File: config.mk
export PLATFORM = sky130hd
export DESIGN_NAME = adc_pwrseq
export DESIGN_NICKNAME = d
export VERILOG_FILES = /design/src/rtl/adc_pwrseq_pkg.sv /design/src/rtl/adc_pwrseq_ctrl.sv /design/src/rtl/adc_pwrseq_timer.sv /design/src/rtl/adc_pwrseq_gate.sv /design/src/rtl/adc_pwrseq.sv
export SDC_FILE = /design/constraint.sdc
export NUM_CORES = 1
export LEC_CHECK = 0
export BUFFER_PORTS_ARGS = -buffer_cell sky130_fd_sc_hd__buf_2
export CAP_MARGIN = 5
export CORE_ASPECT_RATIO = 1.5
export CORE_MARGIN = 2
export CORE_UTILIZATION = 60
export DETAILED_ROUTE_END_ITERATION = 6
export PLACE_DENSITY = 0.83
export SYNTH_ARGS = -nofsm -noshare
export SYNTH_HDL_FRONTEND = slang
export SYNTH_SLANG_ARGS = --single-unit
File: constraint.sdc
create_clock -name clk_i -period 3.05 [get_ports clk_i]
set_input_delay 0.305 -clock clk_i [delete_from_list [all_inputs] [get_ports clk_i]]
set_output_delay 0.305 -clock clk_i [all_outputs]
set_load 0.02 [all_outputs]
File: src/rtl/adc_pwrseq_pkg.sv
package adc_pwrseq_pkg;

    localparam int unsigned NUM_DOMAINS = 3;

    typedef logic [NUM_DOMAINS-1:0] pwr_vec_t;

    typedef enum logic [1:0] {
        CMD_IDLE    = 2'd0,
        CMD_SOFTRST = 2'd1,
        CMD_PARTIAL = 2'd2,
        CMD_APPLY   = 2'd3
    } cmd_kind_e;

    typedef struct packed {
        pwr_vec_t pwr;
        logic     en;
        logic     extref;
        logic     err;
        logic     cal_req;
    } ctrl_state_t;

    localparam ctrl_state_t CTRL_RESET = '{pwr: '0, en: 1'b0, extref: 1'b0,
                                           err: 1'b0, cal_req: 1'b1};

    function automatic logic pwr_uniform(input pwr_vec_t p);
        return (p == '0) || (&p);
    endfunction

    function automatic cmd_kind_e classify(input logic wr, input logic srst,
                                           input pwr_vec_t p);
        if (!wr)                 return CMD_IDLE;
        else if (srst)           return CMD_SOFTRST;
        else if (!pwr_uniform(p)) return CMD_PARTIAL;
        else                     return CMD_APPLY;
    endfunction

endpackage

File: src/rtl/adc_pwrseq_ctrl.sv
module adc_pwrseq_ctrl
    import adc_pwrseq_pkg::*;
(
    input  logic        clk_i,
    input  logic        rst_ni,
    input  logic        wr_i,
    input  pwr_vec_t    pwr_i,
    input  logic        en_i,
    input  logic        extref_i,
    input  logic        softrst_i,
    input  logic        cal_done_i,
    output ctrl_state_t state_o,
    output logic        pwr_on_d_o,
    output logic        pwr_rise_o
);

    ctrl_state_t st_d, st_q;
    cmd_kind_e   cmd;

    always_comb begin
        cmd  = classify(wr_i, softrst_i, pwr_i);
        st_d = st_q;
        if (cal_done_i) begin
            st_d.cal_req = 1'b0;
        end
        unique case (cmd)
            CMD_SOFTRST: st_d = CTRL_RESET;
            CMD_PARTIAL: st_d.err = 1'b1;
            CMD_APPLY: begin
                st_d.pwr    = pwr_i;
                st_d.en     = en_i;
                st_d.extref = extref_i;
            end
            default: ;
        endcase
        pwr_on_d_o = &st_d.pwr;
        pwr_rise_o = (&st_d.pwr) && !(&st_q.pwr);
    end

    always_ff @(posedge clk_i or negedge rst_ni) begin
        if (!rst_ni) st_q <= CTRL_RESET;
        else         st_q <= st_d;
    end

    assign state_o = st_q;

    assert_pwr_uniform_R2: assert property (@(posedge clk_i) disable iff (!rst_ni)
        pwr_uniform(st_q.pwr));

    assert_partial_ignored_R8: assert property (@(posedge clk_i) disable iff (!rst_ni)
        (wr_i && !softrst_i && !pwr_uniform(pwr_i)) |=> ($stable(st_q.pwr) && st_q.err));

    assert_err_sticky_R8: assert property (@(posedge clk_i) disable iff (!rst_ni)
        (st_q.err && !(wr_i && softrst_i)) |=> st_q.err);

    assert_softrst_state_R9: assert property (@(posedge clk_i) disable iff (!rst_ni)
        (wr_i && softrst_i) |=> (st_q.cal_req && st_q.pwr == '0 && !st_q.en && !st_q.err));

endmodule

File: src/rtl/adc_pwrseq_timer.sv
module adc_pwrseq_timer #(
    parameter int unsigned CYCLES = 100_000
) (
    input  logic clk_i,
    input  logic rst_ni,
    input  logic pwr_on_d_i,
    input  logic pwr_rise_i,
    output logic done_o
);

    localparam int unsigned LOAD = (CYCLES < 1) ? 1 : CYCLES;
    localparam int unsigned CW   = $clog2(LOAD + 1);

    typedef struct packed {
        logic [CW-1:0] cnt;
        logic          armed;
    } tmr_t;

    tmr_t t_d, t_q;

    always_comb begin
        t_d       = t_q;
        t_d.armed = pwr_on_d_i;
        if (!pwr_on_d_i) begin
            t_d.cnt = '0;
        end else if (pwr_rise_i) begin
            t_d.cnt = CW'(LOAD);
        end else if (t_q.cnt != '0) begin
            t_d.cnt = t_q.cnt - CW'(1);
        end
    end

    always_ff @(posedge clk_i or negedge rst_ni) begin
        if (!rst_ni) t_q <= '0;
        else         t_q <= t_d;
    end

    assign done_o = t_q.armed && (t_q.cnt == '0);

    assert_no_early_done_R4: assert property (@(posedge clk_i) disable iff (!rst_ni)
        (t_q.cnt != '0) |-> !done_o);

    assert_cancel_on_off_R5: assert property (@(posedge clk_i) disable iff (!rst_ni)
        !pwr_on_d_i |=> (!done_o && t_q.cnt == '0));

endmodule

File: src/rtl/adc_pwrseq_gate.sv
module adc_pwrseq_gate (
    input  logic clk_i,
    input  logic rst_ni,
    input  logic req_i,
    input  logic ready_i,
    output logic start_o,
    output logic reject_o
);

    typedef struct packed {
        logic start;
        logic reject;
    } gate_t;

    gate_t g_d, g_q;

    always_comb begin
        g_d.start  = req_i && ready_i;
        g_d.reject = req_i && !ready_i;
    end

    always_ff @(posedge clk_i or negedge rst_ni) begin
        if (!rst_ni) g_q <= '0;
        else         g_q <= g_d;
    end

    assign start_o  = g_q.start;
    assign reject_o = g_q.reject;

    assert_one_outcome_R7: assert property (@(posedge clk_i) disable iff (!rst_ni)
        req_i |=> (start_o != reject_o));

    assert_no_start_unready_R7: assert property (@(posedge clk_i) disable iff (!rst_ni)
        (req_i && !ready_i) |=> !start_o);

endmodule

File: src/rtl/adc_pwrseq.sv
module adc_pwrseq
    import adc_pwrseq_pkg::*;
#(
    parameter int unsigned CLK_HZ    = 100_000_000,
    parameter int unsigned SETTLE_US = 1000
) (
    input  logic       clk_i,
    input  logic       rst_ni,
    input  logic       cfg_wr_i,
    input  logic [2:0] cfg_pwr_i,
    input  logic       cfg_enable_i,
    input  logic       cfg_extref_i,
    input  logic       cfg_softrst_i,
    input  logic       cal_done_i,
    input  logic       conv_req_i,
    output logic [2:0] pwr_o,
    output logic       enable_o,
    output logic       extref_o,
    output logic       ready_o,
    output logic       conv_start_o,
    output logic       conv_reject_o,
    output logic       partial_err_o,
    output logic       cal_req_o
);

    localparam int unsigned SETTLE_CYCLES = (CLK_HZ / 1000) * SETTLE_US / 1000;

    ctrl_state_t st;
    logic        pwr_on_d;
    logic        pwr_rise;
    logic        settled;
    logic        ready;

    adc_pwrseq_ctrl u_ctrl (
        .clk_i      (clk_i),
        .rst_ni     (rst_ni),
        .wr_i       (cfg_wr_i),
        .pwr_i      (cfg_pwr_i),
        .en_i       (cfg_enable_i),
        .extref_i   (cfg_extref_i),
        .softrst_i  (cfg_softrst_i),
        .cal_done_i (cal_done_i),
        .state_o    (st),
        .pwr_on_d_o (pwr_on_d),
        .pwr_rise_o (pwr_rise)
    );

    adc_pwrseq_timer #(.CYCLES(SETTLE_CYCLES)) u_timer (
        .clk_i      (clk_i),
        .rst_ni     (rst_ni),
        .pwr_on_d_i (pwr_on_d),
        .pwr_rise_i (pwr_rise),
        .done_o     (settled)
    );

    assign ready = (&st.pwr) && st.en && settled;

    adc_pwrseq_gate u_gate (
        .clk_i    (clk_i),
        .rst_ni   (rst_ni),
        .req_i    (conv_req_i),
        .ready_i  (ready),
        .start_o  (conv_start_o),
        .reject_o (conv_reject_o)
    );

    assign pwr_o         = st.pwr;
    assign enable_o      = st.en;
    assign extref_o      = st.extref;
    assign partial_err_o = st.err;
    assign cal_req_o     = st.cal_req;
    assign ready_o       = ready;

    assert_ready_qualified_R6: assert property (@(posedge clk_i) disable iff (!rst_ni)
        ready_o |-> ((&pwr_o) && enable_o));

    assert_ready_drops_on_down_R5: assert property (@(posedge clk_i) disable iff (!rst_ni)
        (cfg_wr_i && !cfg_softrst_i && cfg_pwr_i == 3'b000) |=> !ready_o);

endmodule

# [Word level (Yosys, flattened, before mapping)]
# Index checks and enable logic that the tools add are counted.
[totals] regBits=27 latch_bits=0 ramBits=0 romBits=0 in_bits=11 out_inout_bits=10 word_cells=42 n_memories=0
[classes] add_sub_neg=1 mul=0 n_div=0 order_cmp=0 n_eq_ne=4 shifts=0 mux=10 bitwise_logic=0 reduce_logical=18
[op_table] operator="17-bit two-way mux" n=3
[op_table] operator="17-bit logical NOT" n=1
[op_table] operator="17-bit nonzero test" n=1
[op_table] operator="17-bit by 1-bit subtractor with 17-bit output, second input constant" n=1
[op_table] operator="5-bit one-hot mux with 2 select lines" n=1
[op_table] operator="3-bit AND reduction" n=3
[op_table] operator="1-bit logical AND" n=6
[op_table] operator="2-bit nonzero test" n=3
[op_table] operator="2-bit equality test, second input constant" n=2
[op_table] operator="2-bit two-way mux" n=2
[op_table] operator="3-bit logical NOT" n=1
[op_table] operator="1-bit two-way mux" n=3
[op_table] operator="3-bit inequality test, second input constant" n=1
[op_table] operator="2-bit by 1-bit equality test with 1-bit output, second input constant" n=1
[op_table] operator="1-bit logical NOT" n=2
[op_table] operator="1-bit one-hot mux with 2 select lines" n=1
[op_table] operator="1-bit logical OR" n=1

# [Depth between registers and ports, before layout]
[logic_depth] word_depth=11 ltp_mapped=9 ltp_nobuf=7

# [By module]
# Synthesis repeated with hierarchy kept, for this count alone.
[unflattened] hier_cells=138 hier_area_um2=1440.1
[by_module_without_submodules] module="adc_pwrseq_timer" n_inst=1 cells_each=102 area_per_inst_um2=994.7 seq_area_each_um2=450.4
[by_module_without_submodules] module="adc_pwrseq_ctrl" n_inst=1 cells_each=29 area_per_inst_um2=366.6 seq_area_each_um2=176.4
[by_module_without_submodules] module="adc_pwrseq_gate" n_inst=1 cells_each=4 area_per_inst_um2=66.3 seq_area_each_um2=50.0
[by_module_without_submodules] module="adc_pwrseq" n_inst=1 cells_each=3 area_per_inst_um2=12.5 seq_area_each_um2=0.0

# [Worst setup path before layout]
# No wires, ideal clock.
[synth_timing] path_type="input to register" from="in cfg_pwr_i[2]" to="reg u_timer.t_q[13] (netlist bit)" setup_ps=132 arrival_ps=2067 required_ps=2918 setup_slack_ps=851 cell_stages=9 n_path_buf=2 cell_sequence="and3_1 > o31ai_2 > clkbuf_1 > inv_1 > ha_1 > a41o_1 > nand2_1 > clkbuf_1 > nor2_1"
[synth_via] elab_chain_len=11 word_cells_on_any_way=14 classes_between="eq/ne: 3; mux: 6; reduce/logical: 5"
[synth_rtl] element="from (decl)" line_no="adc_pwrseq.sv:10" text="input logic [2:0] cfg_pwr_i,"
[synth_rtl] element="3-bit logical NOT / 3-bit AND reduction (equally long branches)" line_no="adc_pwrseq_pkg.sv:26" text="return (p == '0) || (&p);"
[synth_rtl] element="1-bit logical OR" line_no="adc_pwrseq_pkg.sv:26"
[synth_rtl] element="1-bit two-way mux" line_no="adc_pwrseq_pkg.sv:33" text="else if (!pwr_uniform(p)) return CMD_PARTIAL;"
[synth_rtl] element="2-bit two-way mux" line_no="adc_pwrseq_pkg.sv:32" text="else if (srst) return CMD_SOFTRST;"
[synth_rtl] element="2-bit two-way mux" line_no="adc_pwrseq_pkg.sv:31" text="if (!wr) return CMD_IDLE;"
[synth_rtl] element="2-bit equality test / 2-bit by 1-bit equality test with 1-bit output (equally long branches)" line_no="adc_pwrseq_ctrl.sv:26" text="unique case (cmd)"
[synth_rtl] element="5-bit one-hot mux with 2 select lines *" line_no="adc_pwrseq_ctrl.sv:26"
[synth_rtl] element="3-bit AND reduction *" line_no="adc_pwrseq_ctrl.sv:36, adc_pwrseq_ctrl.sv:37"
[synth_rtl] element="1-bit logical AND" line_no="adc_pwrseq_ctrl.sv:37" text="pwr_rise_o = (&st_d.pwr) && !(&st_q.pwr);"
[synth_rtl] element="17-bit two-way mux" line_no="adc_pwrseq_timer.sv:26" text="end else if (pwr_rise_i) begin"
[synth_rtl] element="17-bit two-way mux" line_no="adc_pwrseq_timer.sv:24" text="if (!pwr_on_d_i) begin"
[synth_rtl] element="to (signal assigned)" line_no="adc_pwrseq_timer.sv:35" text="else t_q <= t_d;"
[synth_rtl] element="to (decl)" line_no="adc_pwrseq_timer.sv:19" text="tmr_t t_d, t_q;"
# Every way passes the cells marked *; elsewhere a longest branch is shown, timed or not.
# A chain may end at the register's enable or synchronous reset.

# [Final worst setup path]
[layout_timing] from="reg u_timer.t_q[12] (netlist bit)" to="out ready_o"
[layout_via] elab_chain_len=3
[layout_rtl] element="17-bit logical NOT" line_no="adc_pwrseq_timer.sv:38" text="assign done_o = t_q.armed && (t_q.cnt == '0);"
[layout_rtl] element="1-bit logical AND" line_no="adc_pwrseq_timer.sv:38"
[layout_rtl] element="1-bit logical AND" line_no="adc_pwrseq.sv:56" text="assign ready = (&st.pwr) && st.en && settled;"
[layout_rtl] element="to (decl)" line_no="adc_pwrseq.sv:19" text="output logic ready_o,"
# No other way between the ends.

==> flow_summary.json <==
{
  "status": "finished clean",
  "yosysMostFrequentCell": "dfrtp_1",
  "num_vias": 1094,
  "synth_top_area_cell": "dfrtp_1",
  "synthDistinctLibCells": 38,
  "post-route-drc-count": 0,
  "rows": 21,
  "nets": 181,
  "cts_tree": "done",
  "initial_core_util_pct": 63.1,
  "die_area_sq_um": 2760,
  "die_x_um": 43.6,
  "ir_drop_mv": 0.345,
  "synthCells": 142,
  "worst_slew_pin_slew_ns": 0.593,
  "antenna_found_initial": 0,
  "fin_crit_ns": 2.31,
  "muxShareOfSynthArea_pct": 0.799,
  "cts_sinks": 27,
  "synth-seq-cells": 27,
  "timing.fmax_mhz": 433,
  "maxSlewHeadroom_pct": 60.5,
  "drive_gt1_share_pct": 20.7,
  "syn_area_sq_um": 1410,
  "grt_pass1_vias": 1075,
  "hold_class": "primary input to register",
  "routed_wl_um": 2660,
  "syn-num-nets": 158,
  "min_period_over_period_pct": 75.8,
  "hold_slack_ns": 0.192,
  "place_worst_setup_slack_ns": 0.874,
  "die_y_um": 63.4,
  "htreeDepth": 1,
  "ys_seq_area_share_pct": 48.0,
  "synth_top_area_share_pct": 46.1,
  "async_flop_share_pct": 100,
  "skew_ns": 0.00542,
  "setup_tns_ns": 0,
  "ys_top_cells_by_count": "dfrtp_1 (26), nand2_1 (20), nor2_1 (16)",
  "p_total_w": 0.000656,
  "synth_top_family_by_area": "simple AND/OR/NAND/NOR gates",
  "cts_buffers": 3,
  "syn_avg_cell_area_sq_um": 9.93,
  "cts.reportedPaths.clkPinSlew_ns": 0.14,
  "cp-end-kind": "output pin",
  "max_cap_viol_count": 0,
  "synth_simple_gate_area_share_pct": 24.7,
  "synth_compound_area_share_pct": 11.4,
  "cts_buffer_depth": 2,
  "synth_xor_area_share_pct": 7.45,
  "synth_edf_count": 0,
  "hold_violations": 0,
  "synthFlopType": "dfrtp_1",
  "place_congestion": 0.797,
  "track_usage_pct": 21.9,
  "crit_start": "u_timer.t_q[12]$_DFFE_PN0P_",
  "grt_pass1_wl_um": 4710,
  "synth_area_leaders": "dfrtp_1 (46%), nand2_1 (5.3%), xnor2_1 (5.0%)",
  "pwr_density_cell_nw_per_um2": 420,
  "cts_setup_buffers": 0,
  "drt_pass1_iterations": 4,
  "antennaDiodeCount": 0,
  "wl_per_cell_um": 14.2,
  "drtIter0Drc": 21,
  "leakage_nw": 0.799,
  "overflow": 0,
  "crit_required_ns": 2.74,
  "grt_max_degree": 28,
  "coreArea_sq_um": 2230,
  "vias_per_cell": 5.85,
  "antenna_left": 0,
  "r2r-start": "u_timer.t_q[12]$_DFFE_PN0P_",
  "cts-root-buf": "clkbuf_4",
  "crit_fanout": 6,
  "yosys.area_share.adder_pct": 4.44,
  "dp_hpwl_um": 2040,
  "rsz0062_at_grt": "no",
  "layout_setup_ws_ns": 0.738,
  "io_pins": 21,
  "min_from": "conv_req_i",
  "crit_path_start_kind": "register",
  "port_buffers": 20,
  "setup_viol": 0,
  "syn2layout_area_growth_pct": 10.6,
  "critPathKind": "register to output pin",
  "final_max_slew_viol_count": 0,
  "ys_warn_count": 0,
  "arrival_ns": 2.01,
  "place_area_sq_um": 1520,
  "insertion_delay_ns": 0.32,
  "fin_area_sq_um": 1560
}
==> cell usage in the layout, fill, tap and decap left out, types with 4 or more instances in the layout <==
| cell | netlist | routed |
|---|---|---|
| dfrtp_1 | 26 | 26 |
| nand2_1 | 20 | 20 |
| buf_2 | 0 | 20 |
| nor2_1 | 16 | 16 |
| xnor2_1 | 8 | 8 |
| a21oi_1 | 8 | 8 |
| o21ai_0 | 7 | 7 |
| inv_1 | 6 | 6 |
| nor3_1 | 5 | 5 |
| ha_1 | 5 | 5 |
| xor2_1 | 4 | 4 |
==> layer usage <==
layer	global-route usage (%)	share of wire (%)
met1	26.0	39
met2	40.1	55
met3	1.72	2.9
met4	6.82	2.4
met5	0	0
==> critical path: stages, from the launching register on <==
cell     delay [ns]
dfrtp_1        0.45
nor4_4         0.36
nand4_2        0.23
nor4_2         0.40
buf_2          0.23
==> stage by stage <==
step	util (%)	instances
6_report	69.9	187
5_1_grt	69.9	187
4_1_cts	69.9	187
3_5_place_dp	68.2	182
3_3_place_gp	68.2	182
2_1_floorplan	-	142
==> layout make-up <==
class,count,area (sq um)
Multi-Input combinational cell,105,688
Timing Repair Buffer,22,118
Clock buffer,4,26.3
Fill cell,182,673
Inverter,6,22.5
Tap cell,23,28.8
Sequential cell,27,677
==> logic make-up after synthesis <==
logic type	count (synthesis)
and+or+nand+nor	64
xor gates and xnor gates	12
DFF	27
muxes	1
adders and majority gates	5
AOI/OAI and AO/OA	23
buffers and inverters	10
==> registers in the layout, summed over array words and instances, names as in the netlist <==
register / flops
u_ctrl.state_o: 7
u_gate.reject_o: 1
u_gate.start_o: 1
u_timer.t_q: 18
==> report_power, final <==
part	internal, W	switching [W]	total, W
logic	0.0000503	0.0000722	0.000123
registers	0.000371	0.0000101	0.000382
clock network	0.0000512	0.000101	0.000152
total	0.000473	0.000183	0.000656
==> worst paths after layout <==
check                                                end  slack, ns  cells past startpoint
min in group asynchronous    u_timer.t_q[13]$_DFFE_PN0P_       0.50                      2
max reg2reg                   u_timer.t_q[8]$_DFFE_PN0P_       1.12                      5
min                             u_gate.start_o$_DFF_PN0_       0.19                      2
max                                              ready_o       0.74                      4
max in group asynchronous     u_timer.t_q[7]$_DFFE_PN0P_       2.16                      2
min reg2reg                u_ctrl.state_o[2]$_DFFE_PN0N_       0.52                      2
==> what timing repair did <==
action,in CTS,in global routing
gates resized for setup,0,0
hold buffers,1,0
hold endpoints to repair,26,0
(Power assumes the default switching activity.)
